## src/rtl/gbi_pkg.sv

```systemverilog
package gbi_pkg;
  typedef enum logic [3:0] {
    RG_DIR  = 4'd0,
    RG_DOUT = 4'd1,
    RG_PIN  = 4'd2,
    RG_ALT  = 4'd3,
    RG_MASK = 4'd4,
    RG_TRIG = 4'd5,
    RG_EPOL = 4'd6,
    RG_LPOL = 4'd7,
    RG_PEND = 4'd8
  } gbi_reg_e;

  localparam logic [6:0] TOP_STAT_ADDR = 7'h40;
  localparam logic [6:0] TOP_EN_ADDR   = 7'h41;
endpackage

```

## src/rtl/gbi_sync.sv

```systemverilog
module gbi_sync #(
  parameter int W = 16
) (
  input  logic         clk,
  input  logic         rst,
  input  logic [W-1:0] d,
  output logic [W-1:0] q
);
  logic [W-1:0] s1, s2;

  always_ff @(posedge clk) begin
    if (rst) begin
      s1 <= '0;
      s2 <= '0;
    end else begin
      s1 <= d;
      s2 <= s1;
    end
  end

  assign q = s2;
endmodule

```

## src/rtl/gbi_bank.sv

```systemverilog
module gbi_bank
  import gbi_pkg::*;
#(
  parameter int W = 16
) (
  input  logic         clk,
  input  logic         rst,
  input  logic         wr_en,
  input  gbi_reg_e     reg_sel,
  input  logic [W-1:0] wdata,
  input  logic [W-1:0] pin_raw,
  output logic [W-1:0] oe,
  output logic [W-1:0] dout,
  output logic [W-1:0] alt,
  output logic [W-1:0] pend,
  output logic [W-1:0] mask,
  output logic [W-1:0] rd_word
);
  logic [W-1:0] trig, epol, lpol;
  logic [W-1:0] pin_s, pin_d;
  logic [W-1:0] rise, fall, edge_hit, lvl_hit, ev, keep;

  gbi_sync #(.W(W)) u_sync (
    .clk (clk),
    .rst (rst),
    .d   (pin_raw),
    .q   (pin_s)
  );

  // previous synchronised sample for edge detection
  always_ff @(posedge clk) begin
    if (rst) pin_d <= '0;
    else     pin_d <= pin_s;
  end

  assign rise     = pin_s & ~pin_d;
  assign fall     = ~pin_s & pin_d;
  assign edge_hit = (epol & rise) | (~epol & fall);
  assign lvl_hit  = ~(pin_s ^ lpol);
  assign ev       = ((trig & edge_hit) | (~trig & lvl_hit)) & ~mask;
  assign keep     = (wr_en && reg_sel == RG_PEND) ? wdata : '1;

  always_ff @(posedge clk) begin
    if (rst) begin
      oe   <= '0;
      dout <= '0;
      alt  <= '0;
      mask <= '1;
      trig <= '0;
      epol <= '0;
      lpol <= '0;
      pend <= '0;
    end else begin
      if (wr_en) begin
        case (reg_sel)
          RG_DIR:  oe   <= wdata;
          RG_DOUT: dout <= wdata;
          RG_ALT:  alt  <= wdata;
          RG_MASK: mask <= wdata;
          RG_TRIG: trig <= wdata;
          RG_EPOL: epol <= wdata;
          RG_LPOL: lpol <= wdata;
          default: ;
        endcase
      end
      // new events are OR-ed after the clear so they win
      pend <= (pend & keep) | ev;
    end
  end

  always_comb begin
    case (reg_sel)
      RG_DIR:  rd_word = oe;
      RG_DOUT: rd_word = dout;
      RG_PIN:  rd_word = pin_s;
      RG_ALT:  rd_word = alt;
      RG_MASK: rd_word = mask;
      RG_TRIG: rd_word = trig;
      RG_EPOL: rd_word = epol;
      RG_LPOL: rd_word = lpol;
      RG_PEND: rd_word = pend;
      default: rd_word = '0;
    endcase
  end
endmodule

```

## src/rtl/gpio_bank_irq.sv

```systemverilog
module gpio_bank_irq
  import gbi_pkg::*;
#(
  parameter int NBANKS = 4,
  parameter int BANK_W = 16,
  parameter int NEXT   = 6,
  parameter int NPINS  = NBANKS * BANK_W
) (
  input  logic              clk,
  input  logic              rst,
  input  logic              reg_en,
  input  logic              reg_we,
  input  logic [6:0]        reg_addr,
  input  logic [15:0]       reg_wdata,
  output logic [15:0]       reg_rdata,
  input  logic [NPINS-1:0]  pin_in,
  output logic [NPINS-1:0]  pin_out,
  output logic [NPINS-1:0]  pin_oe,
  output logic [NPINS-1:0]  pin_alt,
  input  logic [NEXT-1:0]   ext_irq,
  output logic              host_irq
);
  localparam int BSEL_W = $clog2(NBANKS);
  localparam int NSRC   = NBANKS + NEXT;

  logic [BANK_W-1:0] rd_words [NBANKS];
  logic [NPINS-1:0]  pend_all, mask_all;
  logic [NBANKS-1:0] bank_hit;
  logic [NEXT-1:0]   ext_q;
  logic [NSRC-1:0]   src_en, stat;
  logic              glb_en;
  logic [15:0]       stat_word, en_word;
  gbi_reg_e          reg_sel;
  logic              is_bank;

  assign reg_sel = gbi_reg_e'(reg_addr[3:0]);
  assign is_bank = ~reg_addr[6];

  for (genvar b = 0; b < NBANKS; b++) begin : g_bank
    logic bank_wr;
    logic [BANK_W-1:0] pend_b, mask_b;

    assign bank_wr = reg_en & reg_we & is_bank &
                     (reg_addr[4 +: BSEL_W] == BSEL_W'(b));

    gbi_bank #(.W(BANK_W)) u_bank (
      .clk     (clk),
      .rst     (rst),
      .wr_en   (bank_wr),
      .reg_sel (reg_sel),
      .wdata   (reg_wdata[BANK_W-1:0]),
      .pin_raw (pin_in[b*BANK_W +: BANK_W]),
      .oe      (pin_oe[b*BANK_W +: BANK_W]),
      .dout    (pin_out[b*BANK_W +: BANK_W]),
      .alt     (pin_alt[b*BANK_W +: BANK_W]),
      .pend    (pend_b),
      .mask    (mask_b),
      .rd_word (rd_words[b])
    );

    assign pend_all[b*BANK_W +: BANK_W] = pend_b;
    assign mask_all[b*BANK_W +: BANK_W] = mask_b;
    assign bank_hit[b] = |(pend_b & ~mask_b);
  end

  assign stat = {ext_q, bank_hit};

  always_comb begin
    stat_word = '0;
    stat_word[NSRC-1:0] = stat;
    en_word = '0;
    en_word[NSRC-1:0] = src_en;
    en_word[15] = glb_en;
  end

  always_ff @(posedge clk) begin
    if (rst) begin
      ext_q    <= '0;
      src_en   <= '0;
      glb_en   <= 1'b0;
      host_irq <= 1'b0;
      reg_rdata <= '0;
    end else begin
      ext_q <= ext_irq;
      if (reg_en && reg_we && reg_addr == TOP_EN_ADDR) begin
        src_en <= reg_wdata[NSRC-1:0];
        glb_en <= reg_wdata[15];
      end
      host_irq <= glb_en & (|(stat & src_en));
      if (reg_en && !reg_we) begin
        if (is_bank)
          reg_rdata <= rd_words[reg_addr[4 +: BSEL_W]];
        else if (reg_addr == TOP_STAT_ADDR)
          reg_rdata <= stat_word;
        else if (reg_addr == TOP_EN_ADDR)
          reg_rdata <= en_word;
        else
          reg_rdata <= '0;
      end
    end
  end
endmodule

```

## config.mk

```make
export PLATFORM = sky130hd
export DESIGN_NAME = gpio_bank_irq
export DESIGN_NICKNAME = d
export VERILOG_FILES = /design/src/rtl/gbi_pkg.sv /design/src/rtl/gbi_sync.sv /design/src/rtl/gbi_bank.sv /design/src/rtl/gpio_bank_irq.sv
export SDC_FILE = /design/constraint.sdc
export NUM_CORES = 2
export LEC_CHECK = 0
export BUFFER_PORTS_ARGS = -buffer_cell sky130_fd_sc_hd__buf_4
export CAP_MARGIN = 20
export CORE_ASPECT_RATIO = 1.1
export CORE_MARGIN = 2
export CORE_UTILIZATION = 36
export DETAILED_ROUTE_END_ITERATION = 6
export REMOVE_ABC_BUFFERS = 1
export SYNTH_ARGS = -nofsm -noshare
export SYNTH_HDL_FRONTEND = slang
export SYNTH_HIERARCHICAL = 1
export SYNTH_SLANG_ARGS = --single-unit
```

## constraint.sdc

```tcl
create_clock -name clk -period 5.3 [get_ports clk]
set_clock_uncertainty 0.05 [all_clocks]
set_input_delay 0.265 -clock clk [delete_from_list [all_inputs] [get_ports clk]]
set_output_delay 0.265 -clock clk [all_outputs]
set_load 0.02 [all_outputs]
```

==> results.py <==
metrics = {
    "outcome": {
        "status": "complete, no violations",
    },
    "power_and_ir_drop": {
        "ir_drop_uv": 213,
        "power_density_nw_per_um2": 309,
        "p_leak_nw": 14.5,
    },
    "floorplanning": {
        "die_area_um2": 95400,
        "initial_utilization_pct": 36.2,
        "coreArea_um2": 92400,
        "ios": 306,
        "die_w_um": 295,
        "die_h_um": 324,
        "rows": 117,
    },
    "timing": {
        "slew_violations": 0,
        "fin_hold_ws_ns": 0.0447,
        "setup_viol_count_final": 0,
        "setup_tns_ns": 0,
        "hold_viol_final": 0,
        "fin_crit_sh_pct": 57.2,
        "max_freq_ghz": 0.330,
        "slew_headroom_pct": 20.8,
        "setup_ws_ns": 2.27,
        "fin_crit_ns": 3.03,
        "tightest_slew_ns": 1.19,
        "rsz0062_at_grt": "false",
    },
    "cts": {
        "postCtsSetupBuffers": 0,
        "clock_sinks": 738,
        "root_buffer": "clkbuf_16",
        "cts_htree_levels": 3,
        "clock_latency_ns": 0.66,
        "ctsLongestPathBuffers": 3,
        "cts_buffers": 80,
        "clkTransAtPathRegs_ns": 0.07,
        "cts_tree": "done",
    },
    "finish": {
        "nets": 4290,
        "synthToLayoutAreaGrowth_pct": 17.9,
        "drive_gt1_share_pct": 13.9,
        "fin_util_pct": 42.7,
    },
    "worst_setup_path": {
        "crit-reg2reg-launch": "g_bank[3].u_bank/mask[7]",
        "rr_worst_depth": 5,
        "rrSetupSlack_ns": 2.85,
        "worstSetupStartpointType": "input pin",
        "reg2reg_to": "host_irq",
        "worstSetupPathType": "input pin to register",
        "critPathMaxFanout": 53,
        "cp_data_arrival_time_ns": 3.57,
        "required_ns": 5.84,
        "end_kind": "register",
    },
    "placed_design": {
        "finalWeightedCongestion": 0.914,
        "pre_cts_ws_ns": 1.80,
        "hpwl_mm": 85.2,
        "portBuffers": 305,
    },
    "routing": {
        "wl_per_cell_um": 23.3,
        "post_drt_via_cell_ratio": 5.55,
        "first_iter_violations": 3046,
        "route.detailed.drc": 0,
        "vias": 30600,
        "ant_nets": 0,
        "drt-pass1-iter-count": 5,
        "drt-total-wl_mm": 128,
    },
    "global_routing": {
        "grt_pass1_wl_mm": 187,
        "grt_pass1_vias": 28100,
        "antenna_found_initial": 6,
        "grt.total_usage_pct": 26.0,
        "grt_max_degree": 163,
        "grt_overflow_total": 0,
    },
    "job": {
        "max_cap_violations": 0,
    },
    "synth": {
        "synthFlopType": "dfxtp_1",
        "synth_compound_area_share_pct": 17.0,
        "yosys.area_share.xor_xnor_pct": 1.68,
        "netlist_area_um2": 33500,
        "seq_area_frac_synth_pct": 44.2,
        "synth_mux_area_share_pct": 6.85,
        "synth-simple-area-share_pct": 25.5,
        "synth_top_family_by_area": "simple AND/OR/NAND/NOR gates",
        "ys_async_sr_fraction_pct": 0,
        "synth-edff-count": 0,
        "ys_seq_elements": 738,
        "synth_cells": 4026,
        "yosysUniqueCellTypes": 67,
        "synth_fa_ha_area_share_pct": 0,
        "yosys_warnings": 6,
        "syn_avg_cell_area_um2": 8.31,
    },
    "min_path": {
        "holdPathStages": 3,
        "hold_path.class": "input pin to register",
        "hold_end": "reg_rdata[1]",
        "hp-start": "reg_addr[6]",
    },
}
-- kinds of logic after synthesis --
| family | Yosys count |
|---|---|
| buffers and inverters | 347 |
| and+or+nand+nor | 1729 |
| DFF | 738 |
| AOI/OAI and AO/OA | 948 |
| xor gates and xnor gates | 64 |
| muxes | 200 |
-- report_power, final --
group	switching (W)	internal [W]	leakage [nW]
registers	0.0000675	0.00562	5.98
clock network	0.00239	0.00331	1.29
logic	0.000531	0.000293	7.25
-- area by class of cell --
cell class,count,area [µm²]
Fill cell,9137,52900
Multi-Input combinational cell,2941,17100
Sequential cell,738,14800
Timing Repair Buffer,402,3300
Clock buffer,116,2290
Tap cell,1249,1560
Clock inverter,26,349
Inverter,30,113
Antenna cell,3,7.51
-- how the worst max path moves through the flow --
stage	from	to	slack (ns)	cells after the start
5_1_grt	reg_addr[1]	reg_rdata[6]	2.26	11
3_3_place_gp	reg_addr[1]	reg_rdata[2]	1.77	8
4_1_cts	reg_addr[1]	reg_rdata[2]	2.51	8
3_5_place_dp	reg_addr[1]	reg_rdata[2]	1.80	8
6_report	reg_addr[1]	reg_rdata[2]	2.27	8
2_1_floorplan	reg_en	g_bank[2].u_bank/mask[0]	2.81	6
-- cells in the mapped netlist (all sizes together), types with 28 or more instances --
library cell	n	share of area, %
nand2b	119	2.2
nor2	106	1.4
o21ai	89	1.3
nand2	999	11
nor2b	227	4.2
or2	58	1.1
xor2	64	1.7
mux2i	156	4.7
nand3	29	0.43
nand3b	85	2.0
inv	30	0.34
o211ai	28	0.63
clkbuf	198	2.2
a21oi	475	7.1
o22ai	147	2.7
a22oi	72	1.6
buf	119	2.3
dfxtp	738	44
-- worst max-delay path, stage by stage --
cell,delay (ns)
buf_4,0.59
nor2b_1,1.01
a31o_2,0.27
a221oi_1,0.04
o21ai_0,0.68
mux4_2,0.39
o211ai_1,0.08
a21oi_1,0.13
-- cell usage in the layout (no fill, tap or decap), types with 9 or more instances in the layout --
cell type,count
nand2_1,994
dfxtp_1,738
a21oi_1,474
buf_4,322
nor2b_1,227
mux2i_1,156
o22ai_1,147
nand2b_1,119
nor2_1,95
nand3b_1,82
clkbuf_16,81
a22oi_1,72
dlygate4sd3_1,70
xor2_1,64
or2_2,57
o21ai_1,49
o21ai_0,40
inv_1,30
nand3_1,29
o211ai_1,28
mux2_2,23
clkbuf_1,22
mux4_2,21
o221ai_1,19
a211o_1,19
and3_1,16
a221oi_1,16
nand4b_1,16
nand4bb_1,16
clkbuf_8,14
o2bb2ai_1,14
or3_1,13
o2111ai_1,12
clkinv_2,11
o32ai_1,11
nor3b_1,9
a32oi_1,9
-- state kept, by name (all words and copies together), names as in the netlist --
signal,cells
glb_en,1
g_bank.u_bank/dout,64
g_bank.u_bank/pend,64
reg_rdata,16
g_bank.u_bank/u_sync/s1,64
g_bank.u_bank/u_sync/q,64
g_bank.u_bank/epol,64
g_bank.u_bank/mask,64
ext_q,6
g_bank.u_bank/alt,64
host_irq,1
g_bank.u_bank/lpol,64
g_bank.u_bank/pin_d,64
g_bank.u_bank/oe,64
g_bank.u_bank/trig,64
src_en,10
-- what timing repair did --
action                    4_1_cts  5_1_grt
gates resized for setup         0        0
hold buffers                   70        0
hold endpoints to repair       70        0
-- metal layers --
metal / vias up / wire length (µm) / GRT usage (%)
li1: 14200 / - / -
met3: 238 / 10400 / 4.15
met5: - / 45 / 0
met1: 14800 / 55400 / 35.5
met4: 6 / 4740 / 10.4
met2: 1360 / 57700 / 41.1
-- through the flow --
| step | area, µm² | instances | power, W |
|---|---|---|---|
| final | 39500 | 5505 | 0.0122 |
| after global routing | 39500 | 5502 | 0.0126 |
| after CTS | 39500 | 5502 | 0.0123 |
| after detailed placement | 36100 | 5290 | 0.00658 |
| after global placement | 36100 | 5290 | 0.00658 |
| after floorplan | 31900 | 3709 | 0.00606 |
Power figures use the tool's default switching activity.
